$ cat src/rtl/nvstore_pkg.sv
// Package: shared phase encoding and helpers for the store pin controller.
// Assumes: nothing beyond IEEE 1800-2017 constant functions.
package nvstore_pkg;

    typedef enum logic [2:0] {
        PH_IDLE         = 3'd0,
        PH_DRAIN        = 3'd1,
        PH_COPY         = 3'd2,
        PH_HOLD_COPIED  = 3'd3,
        PH_HOLD_SKIPPED = 3'd4,
        PH_RECOVER      = 3'd5
    } phase_t;

    // Largest of three cycle counts, used to size the shared timer.
    function automatic int max3(input int a, input int b, input int c);
        int m;
        m = a;
        if (b > m) m = b;
        if (c > m) m = c;
        return m;
    endfunction

endpackage

$ cat src/rtl/nvs_pin_sync.sv
// Module: nvs_pin_sync
// Brings the asynchronous store pin into the clock domain with two flops,
// then qualifies a low level by its width. The request pulse is one cycle
// long and fires once per low period, on the cycle in which the pin has been
// low for MIN_LOW_CYC consecutive cycles.
// Assumes: MIN_LOW_CYC >= 1; the pin idles high.
module nvs_pin_sync #(
    parameter int MIN_LOW_CYC = 4
) (
    input  logic clk,
    input  logic rst_n,
    input  logic pin_raw,
    output logic pin_level,
    output logic req_pulse
);
    localparam int LW = $clog2(MIN_LOW_CYC + 1);

    logic          meta_q;
    logic          sync_q;
    logic [LW-1:0] low_run_q;

    // Two-stage synchroniser for the pin level.
    always_ff @(posedge clk) begin
        if (!rst_n) begin
            meta_q <= 1'b1;
            sync_q <= 1'b1;
        end else begin
            meta_q <= pin_raw;
            sync_q <= meta_q;
        end
    end

    // Count consecutive low cycles, saturating once the minimum is reached.
    always_ff @(posedge clk) begin
        if (!rst_n) begin
            low_run_q <= '0;
        end else if (sync_q) begin
            low_run_q <= '0;
        end else if (low_run_q != LW'(MIN_LOW_CYC)) begin
            low_run_q <= low_run_q + 1'b1;
        end
    end

    assign pin_level = sync_q;
    assign req_pulse = !sync_q && (low_run_q == LW'(MIN_LOW_CYC - 1));


    req_single_chk: assert property (@(posedge clk) disable iff (!rst_n)
        req_pulse |=> !req_pulse);

endmodule

$ cat src/rtl/nvs_dirty_tracker.sv
// Module: nvs_dirty_tracker
// Remembers whether the SRAM holds data newer than the nonvolatile copy.
// A qualified write sets the flag; a finished copy or recall clears it. A
// write in the same cycle as a clear wins, since it lands after the recall.
// Assumes: mark, clear_copy and clear_recall are single-cycle pulses.
module nvs_dirty_tracker (
    input  logic clk,
    input  logic rst_n,
    input  logic mark,
    input  logic clear_copy,
    input  logic clear_recall,
    output logic dirty
);
    logic dirty_q;

    // Set or clear the flag; a set has priority over a clear.
    always_ff @(posedge clk) begin
        if (!rst_n) begin
            dirty_q <= 1'b0;
        end else begin
            dirty_q <= (dirty_q && !(clear_copy || clear_recall)) || mark;
        end
    end

    assign dirty = dirty_q;


    dirty_set_chk: assert property (@(posedge clk) disable iff (!rst_n)
        mark |=> dirty);

endmodule

$ cat src/rtl/nvs_phase_timer.sv
// Module: nvs_phase_timer
// Down-counter shared by the timed phases. Loading N-1 makes the phase last
// N cycles: expired is high in the last one.
// Assumes: the controller loads it on every entry into a timed phase.
module nvs_phase_timer #(
    parameter int W = 8
) (
    input  logic         clk,
    input  logic         rst_n,
    input  logic         load,
    input  logic [W-1:0] load_val,
    output logic         expired
);
    logic [W-1:0] cnt_q;

    // Load on phase entry, otherwise count down to zero and hold.
    always_ff @(posedge clk) begin
        if (!rst_n) begin
            cnt_q <= '0;
        end else if (load) begin
            cnt_q <= load_val;
        end else if (cnt_q != '0) begin
            cnt_q <= cnt_q - 1'b1;
        end
    end

    assign expired = (cnt_q == '0);

endmodule

$ cat src/rtl/nvstore_pin_ctrl.sv
// Module: nvstore_pin_ctrl (top)
// Sequences a hardware store request on an open-drain, active-low pin:
// qualify the request, drain the SRAM cycle in flight, copy to the
// nonvolatile cells only if the array is dirty (pulling the pin low as a busy
// flag), hold off access until the pin reads high, then recover if a copy was
// made. All durations are cycle counts.
// Assumes: hsb_pin_in is the wired level of the line, including this block's
// own pull-down; sram_write and recall_done are single-cycle pulses.
module nvstore_pin_ctrl #(
    parameter int MIN_LOW_CYC   = 4,
    parameter int DRAIN_MAX_CYC = 175,
    parameter int COPY_CYC      = 2500000,
    parameter int RECOVER_CYC   = 75000
) (
    input  logic clk,
    input  logic rst_n,
    input  logic hsb_pin_in,
    input  logic sram_busy,
    input  logic sram_write,
    input  logic recall_done,
    output logic hsb_pull_low,
    output logic nv_copy_en,
    output logic access_inhibit
);
    import nvstore_pkg::*;

    localparam int MAX_CYC = max3(DRAIN_MAX_CYC, COPY_CYC, RECOVER_CYC);
    localparam int TMR_W   = $clog2(MAX_CYC + 1);

    phase_t             ph_q;
    phase_t             ph_d;
    logic               pin_level;
    logic               req_pulse;
    logic               dirty_q;
    logic               write_mark;
    logic               copy_finish;
    logic               tmr_load;
    logic [TMR_W-1:0]   tmr_val;
    logic               tmr_exp;

    nvs_pin_sync #(.MIN_LOW_CYC(MIN_LOW_CYC)) u_sync (
        .clk      (clk),
        .rst_n    (rst_n),
        .pin_raw  (hsb_pin_in),
        .pin_level(pin_level),
        .req_pulse(req_pulse)
    );

    // Writes count only while idle or while the in-flight cycle drains.
    assign write_mark = sram_write && ((ph_q == PH_IDLE) || (ph_q == PH_DRAIN));

    nvs_dirty_tracker u_dirty (
        .clk         (clk),
        .rst_n       (rst_n),
        .mark        (write_mark),
        .clear_copy  (copy_finish),
        .clear_recall(recall_done),
        .dirty       (dirty_q)
    );

    nvs_phase_timer #(.W(TMR_W)) u_timer (
        .clk     (clk),
        .rst_n   (rst_n),
        .load    (tmr_load),
        .load_val(tmr_val),
        .expired (tmr_exp)
    );

    // Next-phase decision and timer loading.
    always_comb begin
        ph_d        = ph_q;
        tmr_load    = 1'b0;
        tmr_val     = '0;
        copy_finish = 1'b0;
        case (ph_q)
            PH_IDLE: begin
                if (req_pulse) begin
                    ph_d     = PH_DRAIN;
                    tmr_load = 1'b1;
                    tmr_val  = TMR_W'(DRAIN_MAX_CYC - 1);
                end
            end
            PH_DRAIN: begin
                if (!sram_busy || tmr_exp) begin
                    if (dirty_q || sram_write) begin
                        ph_d     = PH_COPY;
                        tmr_load = 1'b1;
                        tmr_val  = TMR_W'(COPY_CYC - 1);
                    end else begin
                        ph_d = PH_HOLD_SKIPPED;
                    end
                end
            end
            PH_COPY: begin
                if (tmr_exp) begin
                    ph_d        = PH_HOLD_COPIED;
                    copy_finish = 1'b1;
                end
            end
            PH_HOLD_COPIED: begin
                if (pin_level) begin
                    ph_d     = PH_RECOVER;
                    tmr_load = 1'b1;
                    tmr_val  = TMR_W'(RECOVER_CYC - 1);
                end
            end
            PH_HOLD_SKIPPED: begin
                if (pin_level) begin
                    ph_d = PH_IDLE;
                end
            end
            PH_RECOVER: begin
                if (tmr_exp) begin
                    ph_d = PH_IDLE;
                end
            end
            default: ph_d = PH_IDLE;
        endcase
    end

    // Phase register.
    always_ff @(posedge clk) begin
        if (!rst_n) begin
            ph_q <= PH_IDLE;
        end else begin
            ph_q <= ph_d;
        end
    end

    assign access_inhibit = (ph_q != PH_IDLE);
    assign hsb_pull_low   = (ph_q == PH_COPY);
    assign nv_copy_en     = (ph_q == PH_COPY);


    inhibit_from_req_chk: assert property (@(posedge clk) disable iff (!rst_n)
        $rose(access_inhibit) |-> $past(req_pulse));


    copy_needs_dirty_chk: assert property (@(posedge clk) disable iff (!rst_n)
        $rose(nv_copy_en) |-> $past(dirty_q || sram_write));


    dirty_clear_chk: assert property (@(posedge clk) disable iff (!rst_n)
        $fell(hsb_pull_low) |-> !dirty_q);


    hold_until_high_chk: assert property (@(posedge clk) disable iff (!rst_n)
        (ph_q == PH_HOLD_COPIED && !pin_level) |=> access_inhibit);

endmodule

$ cat config.mk
export PLATFORM = sky130hd
export DESIGN_NAME = nvstore_pin_ctrl
export DESIGN_NICKNAME = d
export VERILOG_FILES = /design/src/rtl/nvstore_pkg.sv /design/src/rtl/nvs_pin_sync.sv /design/src/rtl/nvs_dirty_tracker.sv /design/src/rtl/nvs_phase_timer.sv /design/src/rtl/nvstore_pin_ctrl.sv
export SDC_FILE = /design/constraint.sdc
export NUM_CORES = 1
export LEC_CHECK = 0
export CAP_MARGIN = 20
export CORE_MARGIN = 2
export CORE_UTILIZATION = 40
export CTS_CLUSTER_DIAMETER = 50
export DETAILED_ROUTE_END_ITERATION = 10
export GPL_TIMING_DRIVEN = 1
export RECOVER_POWER = 50
export SETUP_SLACK_MARGIN = 0.3
export SYNTH_ARGS = -nofsm -noshare
export SYNTH_HDL_FRONTEND = slang
export SYNTH_SLANG_ARGS = --single-unit
$ cat constraint.sdc
create_clock -name clk -period 5.6 [get_ports clk]
set_clock_uncertainty 0.1 [all_clocks]
set_input_delay 0.84 -clock clk [delete_from_list [all_inputs] [get_ports clk]]
set_output_delay 0.84 -clock clk [all_outputs]
set_load 0.02 [all_outputs]
==> results of run 1 <==
-- routing by layer --
metal  vias up  routed length [µm]  GRT usage (%)
met5         -                   0              0
met4         0                  42           6.20
met3         5                  73           3.90
met2         8                1650           22.6
met1       672                1880           22.7
li1        722                   -              -
-- power groups by stage --
stage          combinational (W)  clock (W)  sequential (W)
5_1_grt                 0.000740   0.000243        0.000381
2_1_floorplan           0.000553          0        0.000355
4_1_cts                 0.000665   0.000233        0.000369
3_3_place_gp            0.000642          0        0.000370
3_5_place_dp            0.000658          0        0.000374
6_report                0.000657   0.000228        0.000370
-- worst register-to-register path, cell delays in order, from the launching register on --
cell and delay, ns:
dfxtp_1 0.35, or4_4 0.59, nor4_1 0.75, and2_0 0.54, o21ai_0 0.32, mux2i_1 0.19
-- through the flow --
stage	std cells	instance area (µm²)	total power, W
floorplan	200	1740	0.000909
global placement	246	1830	0.00101
detailed placement	246	1830	0.00103
CTS	254	1950	0.00127
global route	254	1950	0.00136
finish	254	1950	0.00126
-- synthesized netlist by cell type (5+ instances only) --
master	count	share of area [%]
nor3_1	8	2.3
clkbuf_1	8	1.7
inv_1	7	1.5
nor4_1	5	1.8
xnor2_1	14	7.0
or3_1	5	1.8
dfxtp_1	31	36
ha_1	5	3.6
nand2b_1	6	2.2
nor2_1	13	2.8
a21oi_1	14	4.0
nand2_1	13	2.8
-- state kept, by name, indices dropped and copies added, names as in the netlist --
signal and cells:
ph_q 3, u_timer.cnt_q 22, u_dirty.dirty 1, u_sync.low_run_q 3, u_sync.meta_q 1, u_sync.pin_level 1
-- final timing paths --
path,start,endpoint,slack [ns],depth (start not counted)
setup / recovery,ph_q[1],nv_copy_en,2.60,3
hold / removal,u_sync.meta_q,u_sync.pin_level,0.31,1
hold reg to reg,u_sync.meta_q,u_sync.pin_level,0.31,1
setup reg to reg,u_timer.cnt_q[5],ph_q[2],2.63,5
-- cell families (layout without fill, tap and decap cells) --
kind of cell / after synthesis / after routing
DFF: 31 / 31
buffers and inverters: 21 / 25
xor gates and xnor gates: 18 / 18
AOI/OAI and AO/OA: 45 / 45
muxes: 4 / 4
adders and majority gates: 5 / 5
and+or+nand+nor: 76 / 76
-- final cells by class --
| cell class | count | area [µm²] | area share (%) |
|---|---|---|---|
| timing repair buffer | 9 | 87.6 | 4.49 |
| sequential | 31 | 621 | 31.8 |
| clock inverter | 2 | 35.0 | 1.80 |
| inverter | 8 | 30.0 | 1.54 |
| multi-input combinational | 148 | 1030 | 52.9 |
| tap | 50 | 62.6 | 3.21 |
| clock buffer | 6 | 82.6 | 4.24 |
==> impl_results.rst, run 1 <==
.. list-table::
   :header-rows: 1

   * - Metric
     - Value
   * - Proportion of layout cells with a drive suffix above 1
     - 11.3%
   * - Maximum number of buffers from clock root to sink
     - 2
   * - Initial cell density of the core
     - between 40% and 50%
   * - Global-route wire length before repair
     - 6200 µm
   * - Worst IR drop on VDD
     - 0.343 mV
   * - Die Area
     - ~0.005 mm²
   * - Max_slew headroom
     - 44.5%
   * - Dominant combinational cell family by area after synthesis
     - simple AND/OR/NAND/NOR gates
   * - Post-route ant nets
     - 0
   * - Number of nets in the layout
     - 214
   * - Wirelength, routed
     - 3640 µm
   * - Element type at the critical path start
     - register
   * - Stage delay of the slowest cell on the critical path
     - approximately 0.72 ns
   * - CTS sink count
     - 31
   * - Signal arrival time at the worst endpoint
     - 2.06 ns
   * - Most frequently used flop master after synthesis
     - dfxtp_1
   * - Areal power density over the cells
     - 644 mW/mm²
   * - Average detailed-routed wire length per instance
     - 14.3 µm
   * - Fraction of synthesized cell area in xor and xnor cells
     - 9.05%
   * - CTS Root Buffer Type
     - clkbuf_8
   * - Post-Syn Area per Cell
     - 8.71 µm²
   * - Count of buffers inserted at the top-level ports
     - 8
   * - Most common cell after layout, fill and taps aside
     - dfxtp_1
   * - Final Util
     - 47.7%
   * - Pre-CTS setup slack
     - 2.78 ns
   * - Fin. max-slew vios
     - 0
   * - Total iterations of the first detailed-routing run
     - 4
   * - Horizontal extent of the die
     - approximately 70 µm
   * - Post-CTS Setup Repair Bufs
     - 0
   * - Number of distinct library cells after synthesis
     - 50
   * - Post-synth EDFFs
     - 0
   * - Number of setup violations in the final report
     - 0
   * - Gr usage total
     - 15.8%
   * - Number of antenna violations at the first check in global routing
     - 0
   * - Routed vias
     - 1407
   * - Weighted congestion reported at the end of routability-driven placement
     - 0.846
   * - H-tree depth
     - 2
   * - Crit-path cells
     - inv_1 > nor3_1 > clkdlybuf4s50_1
   * - Share of synthesized area occupied by flip-flops and latches
     - a little over a third
   * - Fraction of registers with async set/reset
     - 0%
   * - Fmax
     - 0.333 GHz
   * - Detail-routed via count per cell
     - 5.54
   * - Proportion of power drawn by flip-flops and latches
     - 29.5%
   * - Kind of critical path
     - register to output pin
   * - Cells resized by post-CTS repair
     - 0
   * - Placed wire-length estimate
     - 2610 µm
   * - Hold slack final
     - approximately 0.31 ns
   * - Total global routing overflow
     - 0
   * - DRC violations left
     - 0
   * - Setup slack of the critical path after layout
     - 2.60 ns
   * - CTS hold repair buffers
     - 0
   * - Proportion of synthesized area in mux cells
     - 2.30%
   * - Internal power of the cells
     - 0.000727 W
   * - Fin Setup TNS
     - 0 ns
   * - Number of instances in the synthesized netlist
     - 200
   * - Maximum capacitance violations
     - 0
   * - # rows
     - 23
   * - Post-Synth Adder-Cell Area
     - 3.59%
   * - Logic pwr share
     - between 50% and 60%
   * - Most used cells in the layout excluding fill and tap cells
     - dfxtp_1, xnor2_1, a21oi_1
   * - Hold WC Path Type
     - register to register
   * - Placeable core area
     - 0.00409 mm²
   * - Number of nets produced by synthesis
     - 211
   * - Cts bufs inserted
     - 5
   * - Clock insertion delay at the later pin of the skew report
     - 0.28 ns
   * - Netlist area before placement
     - about 0.0017 mm²
   * - Endpoint type of the worst setup path
     - output pin
   * - Number of diodes
     - 0
   * - Cell at the slowest stage of the critical path
     - clkdlybuf4s50_1
   * - Post-synthesis register bit count
     - 31
   * - Warnings from Yosys
     - 0
   * - Leakage
     - 0.743 nW
   * - Slew of the pin with the lowest slew margin
     - a little over 0.8 ns
   * - Maximum number of pins on one net before global-route repair
     - 20
   * - Crit path buf inv count
     - 2
   * - Register clock-pin slew on the reported worst setup and hold paths
     - 0.07 ns
   * - Post-route fraction of the period consumed by the critical path
     - between 50 and 60%
   * - Setup repair after global routing missed its margin
     - no
   * - Number of global-route vias before repair
     - 1280
   * - Layout overhead on the synthesized area
     - 11.9%
   * - Worst path required time
     - roughly 4.7 ns
   * - Clock tree from TritonCTS
     - yes
   * - Basic-gate share of the synthesized area counting and, or, nand and nor cells
     - approximately a quarter
   * - Result of the run
     - completed
   * - Die outline height
     - approximately 70 µm
   * - Sw Share
     - 42.1%
   * - Share of power burned in the clock network
     - approximately 18%
   * - Switching component of the power
     - 0.000528 W
   * - Total I/O pin count
     - 9
   * - Complex-gate fraction of the synthesized area
     - 18.9%
   * - Fill cell total of the finished layout
     - 389
   * - Count of endpoints failing hold in the final timing report
     - 0
   * - Min Clock Period, post-route
     - approximately 3 ns
   * - Worst Path Max Fanout
     - 9
   * - Crit-path leading delay family
     - buffers and inverters
   * - Starting DRC count in detailed routing
     - 76
Note: power is estimated with default switching activity, not from simulation.
==> run 2: changes to the inputs <==
==> constraint.sdc (replaced) <==
create_clock -name clk -period 2.7 [get_ports clk]
set_clock_uncertainty 0.1 [all_clocks]
set_input_delay 0.405 -clock clk [delete_from_list [all_inputs] [get_ports clk]]
set_output_delay 0.405 -clock clk [all_outputs]
set_load 0.02 [all_outputs]
==> impl_results.rst, run 2 (same netlist as run 1, synthesis figures left out) <==
.. list-table::
   :header-rows: 1

   * - Metric
     - Value
   * - Detail-routed via count per cell
     - 5.62 (+1.4%)
   * - Cts bufs inserted
     - 5 (unchanged)
   * - Count of endpoints failing hold in the final timing report
     - 0 (unchanged)
   * - Post-Place Cell Area
     - 0.00188 mm² (+2.5%)
   * - Clock insertion delay at the later pin of the skew report
     - 0.28 ns (about the same)
   * - Total iterations of the first detailed-routing run
     - 4 (unchanged)
   * - Placeable core area
     - 0.00409 mm² (unchanged)
   * - Worst IR drop on VDD
     - 0.621 mV (+81%)
   * - Hold WC Path Type
     - register to register
   * - Setup repair after global routing missed its margin
     - yes
   * - Number of antenna violations at the first check in global routing
     - 0 (unchanged)
   * - Count of buffers inserted at the top-level ports
     - 8 (unchanged)
   * - Fin. max-slew vios
     - 0 (unchanged)
   * - Fill cell total of the finished layout
     - 404 (+3.9%)
   * - # rows
     - 23 (unchanged)
   * - Signal arrival time at the worst endpoint
     - 2.47 ns (+0.41 ns)
   * - Kind of critical path
     - register to register
   * - Element type at the critical path start
     - register
   * - Maximum number of buffers from clock root to sink
     - 2 (unchanged)
   * - Register clock-pin slew on the reported worst setup and hold paths
     - 0.06 ns (about the same)
   * - Global-route wire length before repair
     - 6560 µm (+5.8%)
   * - Largest registers
     - u_timer.cnt_q: 22 flops, ph_q: 3 flops, u_sync.low_run_q: 3 flops
   * - Crit-path leading delay family
     - simple AND/OR/NAND/NOR gates
   * - Met3 WL post-DR
     - 127 µm (+74%)
   * - Crit path buf inv count
     - 2 (unchanged)
   * - Met2 routed wirelength
     - 1790 µm (+8.6%)
   * - Endpoint type of the worst setup path
     - register
   * - Maximum number of pins on one net before global-route repair
     - 12 (-40%)
   * - Post-route fraction of the period consumed by the critical path
     - roughly nine tenths
   * - Number of setup violations in the final report
     - 0 (unchanged)
   * - Initial cell density of the core
     - 42.6% (unchanged)
   * - Number of nets in the layout
     - 221 (+3.3%)
   * - Worst R2R End
     - u_timer.cnt_q[4]
   * - Fin Setup TNS
     - 0 ns (unchanged)
   * - Critical hold path startpoint
     - u_sync.meta_q
   * - Leakage
     - 0.787 nW (+5.9%)
   * - Clock tree from TritonCTS
     - yes
   * - Hold endpoint
     - u_sync.pin_level
   * - Weighted congestion reported at the end of routability-driven placement
     - 0.874 (+3.2%)
   * - DRC violations left
     - 0 (unchanged)
   * - Result of the run
     - completed
   * - Die outline height
     - 70.0 µm (unchanged)
   * - Most used cells in the layout excluding fill and tap cells
     - dfxtp_1, xnor2_1, a21oi_1
   * - Crit-path cells
     - or4_1 > nor4_4 > buf_4 > nand2_2 > o31ai_4 > buf_4 > a21oi_1
   * - Total I/O pin count
     - 9 (unchanged)
   * - Post-route standard cell area excluding fillers
     - 0.00199 mm² (+2.2%)
   * - Worst Path Max Fanout
     - 7 (-2)
   * - Highest routing layer actually used
     - met4
   * - Wl on met1
     - 1850 µm (-1.6%)
   * - Starting DRC count in detailed routing
     - 82 (+7.9%)
   * - Register ranked first by flip-flop count
     - u_timer.cnt_q
   * - Fmax
     - 0.412 GHz
   * - Areal power density over the cells
     - 1330 mW/mm² (+110%)
   * - Layout overhead on the synthesized area
     - 14.4%
   * - CTS sink count
     - 31 (unchanged)
   * - H-tree depth
     - 2 (unchanged)
   * - Post-route ant nets
     - 0 (unchanged)
   * - Worst path required time
     - 2.75 ns (-1.91 ns)
   * - Proportion of layout cells with a drive suffix above 1
     - 15.2% (+4.0 points)
   * - Max_slew headroom
     - 54.3% (+9.8 points)
   * - Total global routing overflow
     - 0 (unchanged)
   * - Routed vias
     - 1460 (+3.8%)
   * - Most frequent cell on the critical path
     - buf_4
   * - Die Area
     - 0.00490 mm² (unchanged)
   * - Startpoint of the most critical register-to-register path
     - u_timer.cnt_q[5]
   * - Stage delay of the slowest cell on the critical path
     - 0.69 ns (-0.03 ns)
   * - Average detailed-routed wire length per instance
     - 14.9 µm (+3.8%)
   * - Most common cell after layout, fill and taps aside
     - dfxtp_1
   * - Maximum capacitance violations
     - 0 (unchanged)
   * - Horizontal extent of the die
     - 70.0 µm (unchanged)
   * - Overall power after layout
     - 0.00265 W (+110%)
   * - Min Clock Period, post-route
     - 2.43 ns
   * - Register-to-register setup slack
     - 0.27 ns (-2.36 ns)
   * - Slew of the pin with the lowest slew margin
     - 0.682 ns (-0.143 ns)
   * - Wirelength, routed
     - 3870 µm (+6.2%)
   * - R2r worst-path depth
     - 7 (+2)
   * - Gr usage total
     - 16.9% (+1.1 points)
   * - Cell at the slowest stage of the critical path
     - or4_1
   * - CTS hold repair buffers
     - 0 (unchanged)
   * - Number of global-route vias before repair
     - 1450 (+13%)
   * - Placed wire-length estimate
     - 2820 µm (+8.0%)
   * - Max FFs per register
     - 22 (unchanged)
   * - CTS Root Buffer Type
     - clkbuf_8
   * - Number of diodes
     - 0 (unchanged)
   * - Min-Delay Path Depth
     - 1 (unchanged)
-- run 2: layout make-up --
cell class	count	area [µm²]	share of cell area [%]
Clock inverter	1	5.00	0.251
Clock buffer	6	82.6	4.15
Tap cell	50	62.6	3.14
Timing Repair Buffer	16	133	6.66
Sequential cell	31	621	31.2
Multi-Input combinational cell	148	1060	53.1
Inverter	8	30.0	1.51
-- run 2: layer usage --
layer  global-route usage (%)  vias to the layer above
li1                         -                      735
met1                     21.5                      687
met2                     25.7                       27
met3                     4.91                       11
met4                     8.97                        0
met5                        0                        -
-- run 2: worst max-delay path by stage --
stage	from	end	cells past startpoint
after floorplan	u_timer.cnt_q[5]	u_timer.cnt_q[8]	6
after global placement	u_timer.cnt_q[5]	u_timer.cnt_q[3]	6
after detailed placement	u_timer.cnt_q[5]	u_timer.cnt_q[3]	6
after CTS	u_timer.cnt_q[5]	u_timer.cnt_q[8]	6
after global routing	u_timer.cnt_q[5]	u_timer.cnt_q[3]	7
final	u_timer.cnt_q[5]	u_timer.cnt_q[4]	7
-- run 2: what timing repair did --
item	CTS	global route
pin swaps	0	1
setup buffers	0	1
endpoints found under the setup margin	8	24
resized for setup	2	8
-- run 2: report_power, final --
part	switching (W)	internal, W	leakage, nW
Sequential	0.000160	0.000612	0.254
Clock	0.000164	0.000199	0.0470
Combinational	0.000832	0.000685	0.486
-- run 2: stage by stage --
| step | hold slack, ns | instances | util (%) | setup slack, ns |
|---|---|---|---|---|
| after global placement | 0.297 | 252 | 45.9 | 0.231 |
| after global routing | 0.322 | 260 | 48.7 | 0.170 |
| after CTS | 0.317 | 259 | 48.2 | 0.302 |
| after floorplan | 0.286 | 200 | - | 0.527 |
| final | 0.314 | 260 | 48.7 | 0.273 |
| after detailed placement | 0.298 | 252 | 45.9 | 0.211 |
-- run 2: worst reg2reg max path: stages, from the launching register on --
cell     delay [ns]
dfxtp_1        0.35
or4_1          0.69
nor4_4         0.35
buf_4          0.18
nand2_2        0.11
o31ai_4        0.26
buf_4          0.19
a21oi_1        0.06
==> run 3: changes to the inputs <==
==> constraint.sdc (replaced) <==
create_clock -name clk -period 2.7 [get_ports clk]
set_clock_uncertainty 0.1 [all_clocks]
set_input_delay 0.675 -clock clk [delete_from_list [all_inputs] [get_ports clk]]
set_output_delay 0.675 -clock clk [all_outputs]
set_load 0.02 [all_outputs]
==> impl_results.rst, run 3 (same netlist as run 1, synthesis figures left out) <==
.. list-table::
   :header-rows: 1

   * - Metric
     - Value
   * - Number of nets in the layout
     - 224 (+1.4%)
   * - Maximum number of pins on one net before global-route repair
     - 14 (+2)
   * - Post-route ant nets
     - 0 (unchanged)
   * - Number of diodes
     - 0 (unchanged)
   * - Number of setup violations in the final report
     - 0 (unchanged)
   * - Kind of critical path
     - register to register
   * - Gr usage total
     - 17.1% (+0.22 points)
   * - Die outline height
     - 70.0 µm (unchanged)
   * - Count of buffers inserted at the top-level ports
     - 8 (unchanged)
   * - Weighted congestion reported at the end of routability-driven placement
     - 0.868 (-0.65%)
   * - Initial cell density of the core
     - 42.6% (unchanged)
   * - Pre-CTS setup slack
     - 0.160 ns (-0.0510 ns)
   * - Fin Setup TNS
     - 0 ns (unchanged)
   * - CTS Root Buffer Type
     - clkbuf_8
   * - Met2 usage in global routing
     - 26.0% (+0.32 points)
   * - Max FFs per register
     - 22 (unchanged)
   * - Proportion of layout cells with a drive suffix above 1
     - 17.4% (+2.1 points)
   * - Maximum capacitance violations
     - 0 (unchanged)
   * - Leakage
     - 0.793 nW (+0.83%)
   * - Horizontal extent of the die
     - 70.0 µm (unchanged)
   * - Crit-path leading delay family
     - simple AND/OR/NAND/NOR gates
   * - Post-Place Cell Area
     - 0.00190 mm² (+1.2%)
   * - CTS sink count
     - 31 (unchanged)
   * - Post-route fraction of the period consumed by the critical path
     - 85.9% (-4.0 points)
   * - Overall power after layout
     - 0.00265 W (about the same)
   * - Endpoint type of the worst setup path
     - register
   * - Worst path required time
     - 2.75 ns (about the same)
   * - Hold WC Path Type
     - register to register
   * - Total global routing overflow
     - 0 (unchanged)
   * - Crit path buf inv count
     - 2 (unchanged)
   * - Placeable core area
     - 0.00409 mm² (unchanged)
   * - Cell at the slowest stage of the critical path
     - or3b_2
   * - Cts bufs inserted
     - 5 (unchanged)
   * - Average detailed-routed wire length per instance
     - 14.8 µm (-0.83%)
   * - Fin. max-slew vios
     - 0 (unchanged)
   * - Total iterations of the first detailed-routing run
     - 4 (unchanged)
   * - Total I/O pin count
     - 9 (unchanged)
   * - Count of endpoints failing hold in the final timing report
     - 0 (unchanged)
   * - Element type at the critical path start
     - register
   * - Largest registers
     - u_timer.cnt_q: 22 flops, ph_q: 3 flops, u_sync.low_run_q: 3 flops
   * - Setup repair after global routing missed its margin
     - yes
   * - Areal power density over the cells
     - 1310 mW/mm² (-1.5%)
   * - Crit-path cells
     - inv_1 > ha_1 > or3b_2 > nor4_4 > buf_4 > and2_2 > o21ai_0 > mux2i_1
   * - Clock tree from TritonCTS
     - yes
   * - Register-to-register setup slack
     - 0.38 ns (+0.11 ns)
   * - Signal arrival time at the worst endpoint
     - 2.37 ns (-0.10 ns)
   * - Maximum number of buffers from clock root to sink
     - 2 (unchanged)
   * - Min Clock Period, post-route
     - 2.32 ns (-0.109 ns)
   * - Starting DRC count in detailed routing
     - 114 (+39%)
   * - Layout overhead on the synthesized area
     - 16.2%
   * - Met1 track demand over resource
     - 22.4% (+0.93 points)
   * - Global-route wire length before repair
     - 6730 µm (+2.6%)
   * - Result of the run
     - completed
   * - Stage delay of the slowest cell on the critical path
     - 0.49 ns (-0.20 ns)
   * - Fmax
     - 0.431 GHz (+4.7%)
   * - Wirelength, routed
     - 3880 µm (+0.31%)
   * - Detail-routed via count per cell
     - 5.63 (+0.21%)
   * - # rows
     - 23 (unchanged)
   * - Register clock-pin slew on the reported worst setup and hold paths
     - 0.06 ns (about the same)
   * - CTS hold repair buffers
     - 0 (unchanged)
   * - H-tree depth
     - 2 (unchanged)
   * - Setup slack of the critical path after layout
     - 0.382 ns (+0.109 ns)
   * - Worst IR drop on VDD
     - 0.491 mV (-21%)
   * - Number of antenna violations at the first check in global routing
     - 0 (unchanged)
   * - Post-route standard cell area excluding fillers
     - 0.00202 mm² (+1.6%)
   * - Most common cell after layout, fill and taps aside
     - dfxtp_1
   * - Slew of the pin with the lowest slew margin
     - 0.598 ns (-0.0842 ns)
   * - DRC violations left
     - 0 (unchanged)
   * - Number of global-route vias before repair
     - 1441 (-0.62%)
   * - Register ranked first by flip-flop count
     - u_timer.cnt_q
   * - Final Util
     - 49.5% (+0.77 points)
   * - Met3 Resource Use GR
     - 3.75% (-1.2 points)
   * - Routed vias
     - 1480 (+1.4%)
   * - Most used cells in the layout excluding fill and tap cells
     - dfxtp_1, xnor2_1, a21oi_1
   * - Max_slew headroom
     - 60.0% (+5.6 points)
   * - Clock insertion delay at the later pin of the skew report
     - 0.28 ns (about the same)
   * - Fill cell total of the finished layout
     - 414 (+2.5%)
   * - Routing layer with the top usage in global route
     - met2
   * - Placed wire-length estimate
     - 2820 µm (-0.13%)
   * - Worst Path Max Fanout
     - 6 (-1)
   * - Die Area
     - 0.00490 mm² (unchanged)
run 3: stage by stage:
step | instances | hold WS, ns
floorplan | 200 | 0.286
global placement | 255 | 0.298
detailed placement | 255 | 0.306
CTS | 262 | 0.320
global route | 263 | 0.335
finish | 263 | 0.316
run 3: per-layer routing:
layer | wire length, µm | share of wire (%) | vias up
li1 | - | - | 743
met1 | 1820 | 47 | 693
met2 | 1810 | 47 | 33
met3 | 151 | 3.9 | 11
met4 | 107 | 2.8 | 0
met5 | 0 | 0 | -
run 3: path summary, 6_finish.rpt:
check                           cells after the start                to             start
worst max-delay path                                8           ph_q[0]  u_timer.cnt_q[0]
worst min-delay path                                1  u_sync.pin_level     u_sync.meta_q
worst max register to register                      8           ph_q[0]  u_timer.cnt_q[0]
worst min register to register                      1  u_sync.pin_level     u_sync.meta_q
run 3: worst reg2reg max path, cell delays in order (launching register included):
cell	delay, ns
dfxtp_1	0.32
inv_1	0.12
ha_1	0.17
or3b_2	0.49
nor4_4	0.19
buf_4	0.18
and2_2	0.20
o21ai_0	0.23
mux2i_1	0.18
run 3: where the power goes:
group / switching, W / total, W / internal [W]
registers: 0.000160 / 0.000773 / 0.000613
clock network: 0.000170 / 0.000369 / 0.000200
logic: 0.000822 / 0.00151 / 0.000690
run 3: repair_timing:
action | 4_1_cts | 5_1_grt
setup buffers | 0 | 1
hold endpoints to repair | 0 | 0
gates cloned | 0 | 0
endpoints found under the setup margin | 2 | 26
resized for setup | 3 | 8
pin swaps | 0 | 1
run 3: area by class of cell:
class,instances,area [µm²],area share (%)
clock buffers,6,82.6,4.08
clock inverters,1,5.00,0.247
inverters,8,30.0,1.48
multi-input cells,148,1060,52.3
flip-flops and latches,31,622,30.7
well taps,50,62.6,3.09
repair buffers,19,164,8.10
